--- config.mk ---
export PLATFORM = sky130hd
export DESIGN_NAME = vector_irq_ctrl
export DESIGN_NICKNAME = d
export VERILOG_FILES = /design/src/rtl/vic_pkg.sv /design/src/rtl/vic_src_regs.sv /design/src/rtl/vic_vec_pri.sv /design/src/rtl/vic_req_out.sv /design/src/rtl/vector_irq_ctrl.sv
export SDC_FILE = /design/constraint.sdc
export NUM_CORES = 2
export LEC_CHECK = 0
export BUFFER_PORTS_ARGS = -buffer_cell sky130_fd_sc_hd__buf_2
export CORE_MARGIN = 2
export CORE_UTILIZATION = 50
export CTS_CLUSTER_SIZE = 12
export DETAILED_ROUTE_END_ITERATION = 8
export PLACE_DENSITY = 0.76
export RECOVER_POWER = 50
export SLEW_MARGIN = 20
export SYNTH_ARGS = -nofsm -noshare
export SYNTH_HDL_FRONTEND = slang
export SYNTH_SLANG_ARGS = --single-unit
--- constraint.sdc ---
create_clock -name clk -period 16.2 [get_ports clk]
set_clock_uncertainty 0.15 [all_clocks]
set_input_delay 3.24 -clock clk [delete_from_list [all_inputs] [get_ports clk]]
set_output_delay 3.24 -clock clk [all_outputs]
set_load 0.05 [all_outputs]
--- src/rtl/vic_pkg.sv ---
package vic_pkg;
  localparam int ADDR_W = 12;
  localparam int DATA_W = 32;

  localparam logic [ADDR_W-1:0] OFS_IRQ_STAT = 12'h000;
  localparam logic [ADDR_W-1:0] OFS_FIQ_STAT = 12'h004;
  localparam logic [ADDR_W-1:0] OFS_RAW      = 12'h008;
  localparam logic [ADDR_W-1:0] OFS_ROUTE    = 12'h00c;
  localparam logic [ADDR_W-1:0] OFS_EN_SET   = 12'h010;
  localparam logic [ADDR_W-1:0] OFS_EN_CLR   = 12'h014;
  localparam logic [ADDR_W-1:0] OFS_SW_SET   = 12'h018;
  localparam logic [ADDR_W-1:0] OFS_SW_CLR   = 12'h01c;
  localparam logic [ADDR_W-1:0] OFS_PROT     = 12'h020;
  localparam logic [ADDR_W-1:0] OFS_VEC_CUR  = 12'h030;
  localparam logic [ADDR_W-1:0] OFS_VEC_DEF  = 12'h034;
  localparam logic [ADDR_W-1:0] OFS_TEST     = 12'h300;

  localparam logic [3:0] PAGE_VADDR = 4'h1;
  localparam logic [3:0] PAGE_VCTRL = 4'h2;
  localparam logic [ADDR_W-1:0] OFS_ID_BASE = 12'hfe0;
endpackage

--- src/rtl/vic_src_regs.sv ---
module vic_src_regs #(
  parameter int NSRC = 32
) (
  input  logic            clk,
  input  logic            rst_n,
  input  logic [NSRC-1:0] src_i,
  input  logic            wr_route,
  input  logic            wr_en_set,
  input  logic            wr_en_clr,
  input  logic            wr_sw_set,
  input  logic            wr_sw_clr,
  input  logic [NSRC-1:0] wdata,
  output logic [NSRC-1:0] en_q,
  output logic [NSRC-1:0] route_q,
  output logic [NSRC-1:0] soft_q,
  output logic [NSRC-1:0] raw,
  output logic [NSRC-1:0] irq_stat,
  output logic [NSRC-1:0] fiq_stat
);
  always_ff @(posedge clk) begin
    if (!rst_n) begin
      en_q    <= '0;
      route_q <= '0;
      soft_q  <= '0;
    end else begin
      if (wr_route)  route_q <= wdata;
      if (wr_en_set) en_q    <= en_q | wdata;
      if (wr_en_clr) en_q    <= en_q & ~wdata;
      if (wr_sw_set) soft_q  <= soft_q | wdata;
      if (wr_sw_clr) soft_q  <= soft_q & ~wdata;
    end
  end

  always_comb begin
    raw      = src_i | soft_q;
    irq_stat = raw & en_q & ~route_q;
    fiq_stat = raw & en_q & route_q;
  end
endmodule

--- src/rtl/vic_vec_pri.sv ---
module vic_vec_pri #(
  parameter int NSRC   = 32,
  parameter int NSLOT  = 16,
  parameter int DATA_W = 32
) (
  input  logic                     clk,
  input  logic                     rst_n,
  input  logic [NSRC-1:0]          irq_stat,
  input  logic [$clog2(NSLOT)-1:0] slot_idx,
  input  logic                     wr_vaddr,
  input  logic                     wr_vctrl,
  input  logic                     wr_def,
  input  logic [DATA_W-1:0]        wdata,
  input  logic                     rd_cur,
  input  logic                     wr_ack,
  output logic [DATA_W-1:0]        sel_vaddr,
  output logic [$clog2(NSRC):0]    sel_vctrl,
  output logic [DATA_W-1:0]        def_q,
  output logic [DATA_W-1:0]        cur_addr,
  output logic [NSLOT-1:0]         stack_q
);
  localparam int SRC_W  = $clog2(NSRC);
  localparam int CTRL_W = SRC_W + 1;
  localparam int SLOT_W = $clog2(NSLOT);
  localparam int LVL_W  = SLOT_W + 1;

  logic [DATA_W-1:0] vaddr_q [NSLOT];
  logic [CTRL_W-1:0] vctrl_q [NSLOT];
  logic [LVL_W-1:0]  lvl;
  logic              hit;
  logic [SLOT_W-1:0] win;

  for (genvar g = 0; g < NSLOT; g++) begin : g_slot
    always_ff @(posedge clk) begin
      if (!rst_n) begin
        vaddr_q[g] <= '0;
        vctrl_q[g] <= '0;
      end else begin
        if (wr_vaddr && slot_idx == SLOT_W'(g)) vaddr_q[g] <= wdata;
        if (wr_vctrl && slot_idx == SLOT_W'(g)) vctrl_q[g] <= wdata[CTRL_W-1:0];
      end
    end
  end

  // highest-priority level currently in service (NSLOT when none)
  always_comb begin
    lvl = LVL_W'(NSLOT);
    for (int i = NSLOT - 1; i >= 0; i--)
      if (stack_q[i]) lvl = LVL_W'(i);
  end

  // lowest-numbered eligible slot above the in-service level
  always_comb begin
    hit = 1'b0;
    win = '0;
    for (int i = NSLOT - 1; i >= 0; i--) begin
      if (LVL_W'(i) < lvl && vctrl_q[i][SRC_W] &&
          irq_stat[vctrl_q[i][SRC_W-1:0]]) begin
        hit = 1'b1;
        win = SLOT_W'(i);
      end
    end
  end

  assign cur_addr  = hit ? vaddr_q[win] : def_q;
  assign sel_vaddr = vaddr_q[slot_idx];
  assign sel_vctrl = vctrl_q[slot_idx];

  always_ff @(posedge clk) begin
    if (!rst_n) begin
      def_q   <= '0;
      stack_q <= '0;
    end else begin
      if (wr_def) def_q <= wdata;
      if (rd_cur && hit) stack_q[win] <= 1'b1;
      else if (wr_ack)   stack_q <= stack_q & (stack_q - 1'b1);
    end
  end
endmodule

--- src/rtl/vic_req_out.sv ---
module vic_req_out #(
  parameter int NSRC = 32
) (
  input  logic            clk,
  input  logic            rst_n,
  input  logic [NSRC-1:0] irq_stat,
  input  logic [NSRC-1:0] fiq_stat,
  output logic            irq_o,
  output logic            fiq_o
);
  always_ff @(posedge clk) begin
    if (!rst_n) begin
      irq_o <= 1'b0;
      fiq_o <= 1'b0;
    end else begin
      irq_o <= |irq_stat;
      fiq_o <= |fiq_stat;
    end
  end
endmodule

--- src/rtl/vector_irq_ctrl.sv ---
module vector_irq_ctrl
  import vic_pkg::*;
#(
  parameter int          NSRC    = 32,
  parameter int          NSLOT   = 16,
  parameter logic [31:0] ID_WORD = 32'h0004_1190
) (
  input  logic             clk,
  input  logic             rst_n,
  input  logic [NSRC-1:0]  src_i,
  input  logic             bus_en,
  input  logic             bus_wr,
  input  logic [11:0]      bus_addr,
  input  logic [31:0]      bus_wdata,
  output logic [31:0]      bus_rdata,
  output logic             bus_rvalid,
  output logic             irq_o,
  output logic             fiq_o
);
  localparam int SRC_W  = $clog2(NSRC);
  localparam int SLOT_W = $clog2(NSLOT);

  logic wr, rd;
  logic [NSRC-1:0] en_q, route_q, soft_q, raw, irq_stat, fiq_stat;
  logic [NSLOT-1:0] stack_q;
  logic [31:0] sel_vaddr, def_q, cur_addr, rd_next;
  logic [SRC_W:0] sel_vctrl;
  logic prot_q, test_q;
  logic slot_ok, in_vaddr, in_vctrl;
  logic [SLOT_W-1:0] slot_idx;

  assign wr = bus_en & bus_wr;
  assign rd = bus_en & ~bus_wr;

  assign slot_idx = bus_addr[2 +: SLOT_W];
  assign slot_ok  = (bus_addr[1:0] == 2'b00) && (32'(bus_addr[7:2]) < NSLOT);
  assign in_vaddr = slot_ok && bus_addr[11:8] == PAGE_VADDR;
  assign in_vctrl = slot_ok && bus_addr[11:8] == PAGE_VCTRL;

  vic_src_regs #(.NSRC(NSRC)) u_src (
    .clk(clk), .rst_n(rst_n), .src_i(src_i),
    .wr_route (wr && bus_addr == OFS_ROUTE),
    .wr_en_set(wr && bus_addr == OFS_EN_SET),
    .wr_en_clr(wr && bus_addr == OFS_EN_CLR),
    .wr_sw_set(wr && bus_addr == OFS_SW_SET),
    .wr_sw_clr(wr && bus_addr == OFS_SW_CLR),
    .wdata(bus_wdata[NSRC-1:0]),
    .en_q(en_q), .route_q(route_q), .soft_q(soft_q),
    .raw(raw), .irq_stat(irq_stat), .fiq_stat(fiq_stat)
  );

  vic_vec_pri #(.NSRC(NSRC), .NSLOT(NSLOT), .DATA_W(32)) u_vec (
    .clk(clk), .rst_n(rst_n), .irq_stat(irq_stat), .slot_idx(slot_idx),
    .wr_vaddr(wr && in_vaddr),
    .wr_vctrl(wr && in_vctrl),
    .wr_def  (wr && bus_addr == OFS_VEC_DEF),
    .wdata(bus_wdata),
    .rd_cur(rd && bus_addr == OFS_VEC_CUR),
    .wr_ack(wr && bus_addr == OFS_VEC_CUR),
    .sel_vaddr(sel_vaddr), .sel_vctrl(sel_vctrl), .def_q(def_q),
    .cur_addr(cur_addr), .stack_q(stack_q)
  );

  vic_req_out #(.NSRC(NSRC)) u_out (
    .clk(clk), .rst_n(rst_n), .irq_stat(irq_stat), .fiq_stat(fiq_stat),
    .irq_o(irq_o), .fiq_o(fiq_o)
  );

  always_ff @(posedge clk) begin
    if (!rst_n) begin
      prot_q <= 1'b0;
      test_q <= 1'b0;
    end else if (wr) begin
      if (bus_addr == OFS_PROT) prot_q <= bus_wdata[0];
      if (bus_addr == OFS_TEST) test_q <= bus_wdata[0];
    end
  end

  always_comb begin
    rd_next = '0;
    if (in_vaddr) rd_next = sel_vaddr;
    else if (in_vctrl) rd_next = 32'(sel_vctrl);
    else if (bus_addr[11:4] == OFS_ID_BASE[11:4] && bus_addr[1:0] == 2'b00)
      rd_next = {24'h0, ID_WORD[8*bus_addr[3:2] +: 8]};
    else begin
      case (bus_addr)
        OFS_IRQ_STAT: rd_next = 32'(irq_stat);
        OFS_FIQ_STAT: rd_next = 32'(fiq_stat);
        OFS_RAW:      rd_next = 32'(raw);
        OFS_ROUTE:    rd_next = 32'(route_q);
        OFS_EN_SET:   rd_next = 32'(en_q);
        OFS_SW_SET:   rd_next = 32'(soft_q);
        OFS_PROT:     rd_next = {31'h0, prot_q};
        OFS_VEC_CUR:  rd_next = cur_addr;
        OFS_VEC_DEF:  rd_next = def_q;
        OFS_TEST:     rd_next = {31'h0, test_q};
        default:      rd_next = '0;
      endcase
    end
  end

  always_ff @(posedge clk) begin
    if (!rst_n) begin
      bus_rdata  <= '0;
      bus_rvalid <= 1'b0;
    end else begin
      bus_rvalid <= rd;
      if (rd) bus_rdata <= rd_next;
    end
  end
endmodule

==> metrics.csv <==
stage,metric,value,unit
outcome,status,"complete, but fails checks",
outcome,violations,"max-capacitance violations, max-slew violations",
clock_network,cts_buffers,87,
final_layout,drive_gt1_frac,0.1750,
worst_setup_path,critPathMaxStageDelay,3.82,ns
global_routing,grt_pass1_vias,38154,
worst_setup_path,worstSetupStartpointType,input port,
power_and_ir_drop,power_frac_clock,0.391,
floorplanning,rows,112,
floorplanning,die_h,310.5,um
place,placedInstanceArea,48750,um2
final_layout,area_growth,9.586,%
worst_setup_path,crit_fanout,79,
synthesis,syn_area_per_cell,10.96,um2
clock_network,ctsHoldBuffers,0,
global_routing,grt_max_degree,96,
timing,finalSetupViolations,0,
worst_setup_path,arrival,12.09,ns
global_routing,grt_pass1_wl,279.4,mm
worst_setup_path,cp_slowest_cell,clkinvlp_2,
timing,timing.hold.ws,0.3114,ns
floorplanning,die-area,96420,um2
clock_network,clk_pin_slew,0.06,ns
clock_network,post_cts_buffers,0,
route,drc_errors,0,
final_layout,post-route-util,0.5524,
worst_setup_path,critPathKind,input port to flip-flop,
synthesis,syn-instance-count,4284,
power_and_ir_drop,p_comb_frac,0.147,
route,avgViaCountPerCell,7.366,
job,maxCapViolCount,27,
power_and_ir_drop,fin_total_pwr,0.005091,W
final_layout,final_cell_mix,"608 x edfxtp_1, 547 x and2_1, 413 x nand2_1, 272 x mux4_2, 262 x a21oi_1",
power_and_ir_drop,p_seq_frac,0.462,
clock_network,root_buffer,clkbuf_16,
power_and_ir_drop,sw_frac_of_total,0.2841,
timing,clock.fmax,85.16,MHz
timing,finalHoldViolations,0,
synthesis,yosysWarningCount,0,
timing,fin_crit,11.74,ns
floorplanning,start_util,0.5041,
power_and_ir_drop,leakagePower,16.86,nW
timing,relSlewSlack,-1.357,
timing,grt_setup_unrepaired,false,
global_routing,grt_usage,0.4015,
power_and_ir_drop,irDropWorstVdd,86.52,uV
synthesis,synth_edf_count,608,
clock_network,cts_buffer_depth,3,
hold_path,hold_class,flip-flop to flip-flop,
synthesis,synth_flop_cell,edfxtp_1,
floorplanning,core_area,93190,um2
route,wl_per_cell,36.14,um
worst_setup_path,worstPathRequired,16.55,ns
floorplanning,ios,115,
synthesis,synth_nets,4364,
final_layout,fin_nets,4273,
route,drtPass1Iterations,9,
clock_network,cts_tree,built,
clock_network,h-tree-depth,3,
global_routing,grt.overflow.total,0,
place,port_buffers,114,
place,place_hpwl,127.1,mm
timing,period_share,0.7249,
timing,worst_pin_slew,3.535,ns
synthesis,ys_seq_area_frac,0.4658,
clock_network,cts_sinks,789,
worst_setup_path,crit_family,buffers and inverters,
power_and_ir_drop,p_per_area,98.90,nW/um2
timing,finalMaxSlewViolations,949,
final_layout,nFillCells,7762,
global_routing,antenna_found_initial,12,
floorplanning,die_w,310.5,um
place,gp_congestion,1.138,
worst_setup_path,worst-path-buf-inv,3,
synthesis,netlist_area,46970,um2
power_and_ir_drop,p_int,0.003645,W
route,drt_first_iter_violations,7776,
synthesis,synth-async-reset-ratio,0,
route,wirelength,199.7,mm
worst_setup_path,endpoint_kind,flip-flop,
worst_setup_path,worstPathCellList,clkbuf_1 -> clkinvlp_2 -> clkbuf_1 -> a31oi_1,
power_and_ir_drop,power_switching,0.001446,W
clock_network,cts_resized,0,
route,ant_nets,0,
synthesis,synth.distinct_cells,108,
synthesis,ys_ff_latch,789,
worst_setup_path,cp_common_cell,clkbuf_1,
final_layout,stdcell_area,51480,um2
final_layout,final_common_cell,edfxtp_1,
timing,tns,0,ns
clock_network,insertion_delay,0.70,ns
route,vias,40689,
-- final timing paths --
kind                   from             end  slack (ns)  cells past startpoint
max reg2reg       flip-flop   bus_rdata[21]        9.76                     14
min reg2reg  u_vec.def_q[3]  u_vec.def_q[3]        0.31                      2
max                   rst_n     u_out.fiq_o        4.46                      4
min          u_vec.def_q[3]  u_vec.def_q[3]        0.31                      2
-- cells by family (layout without fill, tap and decap cells) --
| group | Yosys count | in the layout | synth area share |
|---|---|---|---|
| simple gates | 1661 | 1661 | 0.1890 |
| compound gates | 931 | 931 | 0.1364 |
| flops | 789 | 789 | 0.4658 |
| buf+inv | 461 | 439 | 0.04123 |
| mux | 442 | 442 | 0.1676 |
| other cells | 0 | 8 | 0 |
-- per-stage QoR --
stage | instances | setup slack [ns]
final | 5524 | 4.457
after global routing | 5517 | 4.334
after CTS | 5515 | 7.657
after detailed placement | 5357 | 6.984
after global placement | 5354 | 7.020
after floorplan | 4284 | 8.138
-- layer usage --
layer	global-route usage	wire length [um]	up-vias
met1	0.4993	66870	19603
met3	0.1538	31900	999
li1	-	-	16103
met2	0.5776	84140	3970
met4	0.2754	16640	14
met5	0	109	-
-- worst reg2reg max path: stages (launching register included) --
cell      delay, ns
dfxtp_1        0.37
o21ai_1        0.21
nor2_1         0.94
mux4_2         0.43
nor3_1         0.05
or4b_2         0.64
a21oi_1        0.48
or4_4          0.26
o211ai_4       0.26
nand2_8        0.76
buf_4          0.87
mux2i_1        0.27
mux2i_1        0.27
o221ai_1       0.16
a21oi_1        0.23
-- sequential cells by signal, summed over array words and instances, names as in the netlist, named ones only --
signal and flops:
u_vec.def_q 32, prot_q 1, bus_rdata 32, u_vec.vctrl_q 96, u_vec.vaddr_q 512, u_src.route_q 32
u_out.fiq_o 1, u_out.irq_o 1, u_vec.stack_q 16, test_q 1, bus_rvalid 1
-- synthesized netlist by cell type (10+ instances only) --
cell         n  area (um2)
nand4_1     37       231.5
o22ai_1     29       181.4
a21o_1      10       75.07
nand3_1     84       420.4
dfxtp_1    181        3623
mux4_2     272        6126
buf_6       13       146.4
edfxtp_1   608       18260
and2_1     584        3654
and3_1      38       237.7
nor4_1      24       150.1
a21oi_1    263        1316
a32oi_1     35       306.5
nor3b_1     24       180.2
clkbuf_1   315        1182
o221ai_1    23       201.4
a31oi_1     39       244.0
a22oi_1     39       292.8
o21ai_0    150       750.7
mux2_2      31       349.1
a222oi_1    14       140.1
nor2_2      20       125.1
a2111oi_0   15       131.4
nand2b_1    33       206.5
a211o_1     12       105.1
inv_1       45       168.9
or3_1       16       100.1
a311oi_1    37       324.1
o21ai_1     15       75.07
o21ai_2     12       105.1
a221oi_1    17       148.9
o2111ai_1   20       175.2
o211ai_1    23       172.7
nor2b_1     17       106.4
a211oi_1    66       495.5
nand3b_1    10       75.07
buf_2       42       210.2
nand2_1    414        1554
nor2_1     196       735.7
mux2i_1    135        1351
buf_4       15       112.6
buf_1       27       101.4
nor3_1     112       560.5
-- final cells by class --
class                           instances  area (um2)  share of cell area
Multi-Input combinational cell       3034       23590              0.4582
Sequential cell                       789       21880              0.4251
Clock buffer                          131        2484             0.04825
Tap cell                             1254        1569             0.03048
Timing Repair Buffer                  232        1409             0.02737
Clock inverter                         27       340.3            0.006611
Inverter                               49       185.2            0.003597
Antenna cell                            8       20.02           0.0003889
-- power groups by stage --
| stage | clock, W | sequential [W] | combinational (W) |
|---|---|---|---|
| after global placement | 0 | 0.00238 | 0.000707 |
| after global routing | 0.00206 | 0.00235 | 0.000762 |
| final | 0.00199 | 0.00235 | 0.000751 |
| after floorplan | 0 | 0.00235 | 0.000481 |
| after CTS | 0.00198 | 0.00234 | 0.000719 |
| after detailed placement | 0 | 0.00238 | 0.000715 |
Power figures use the tool's default switching activity.
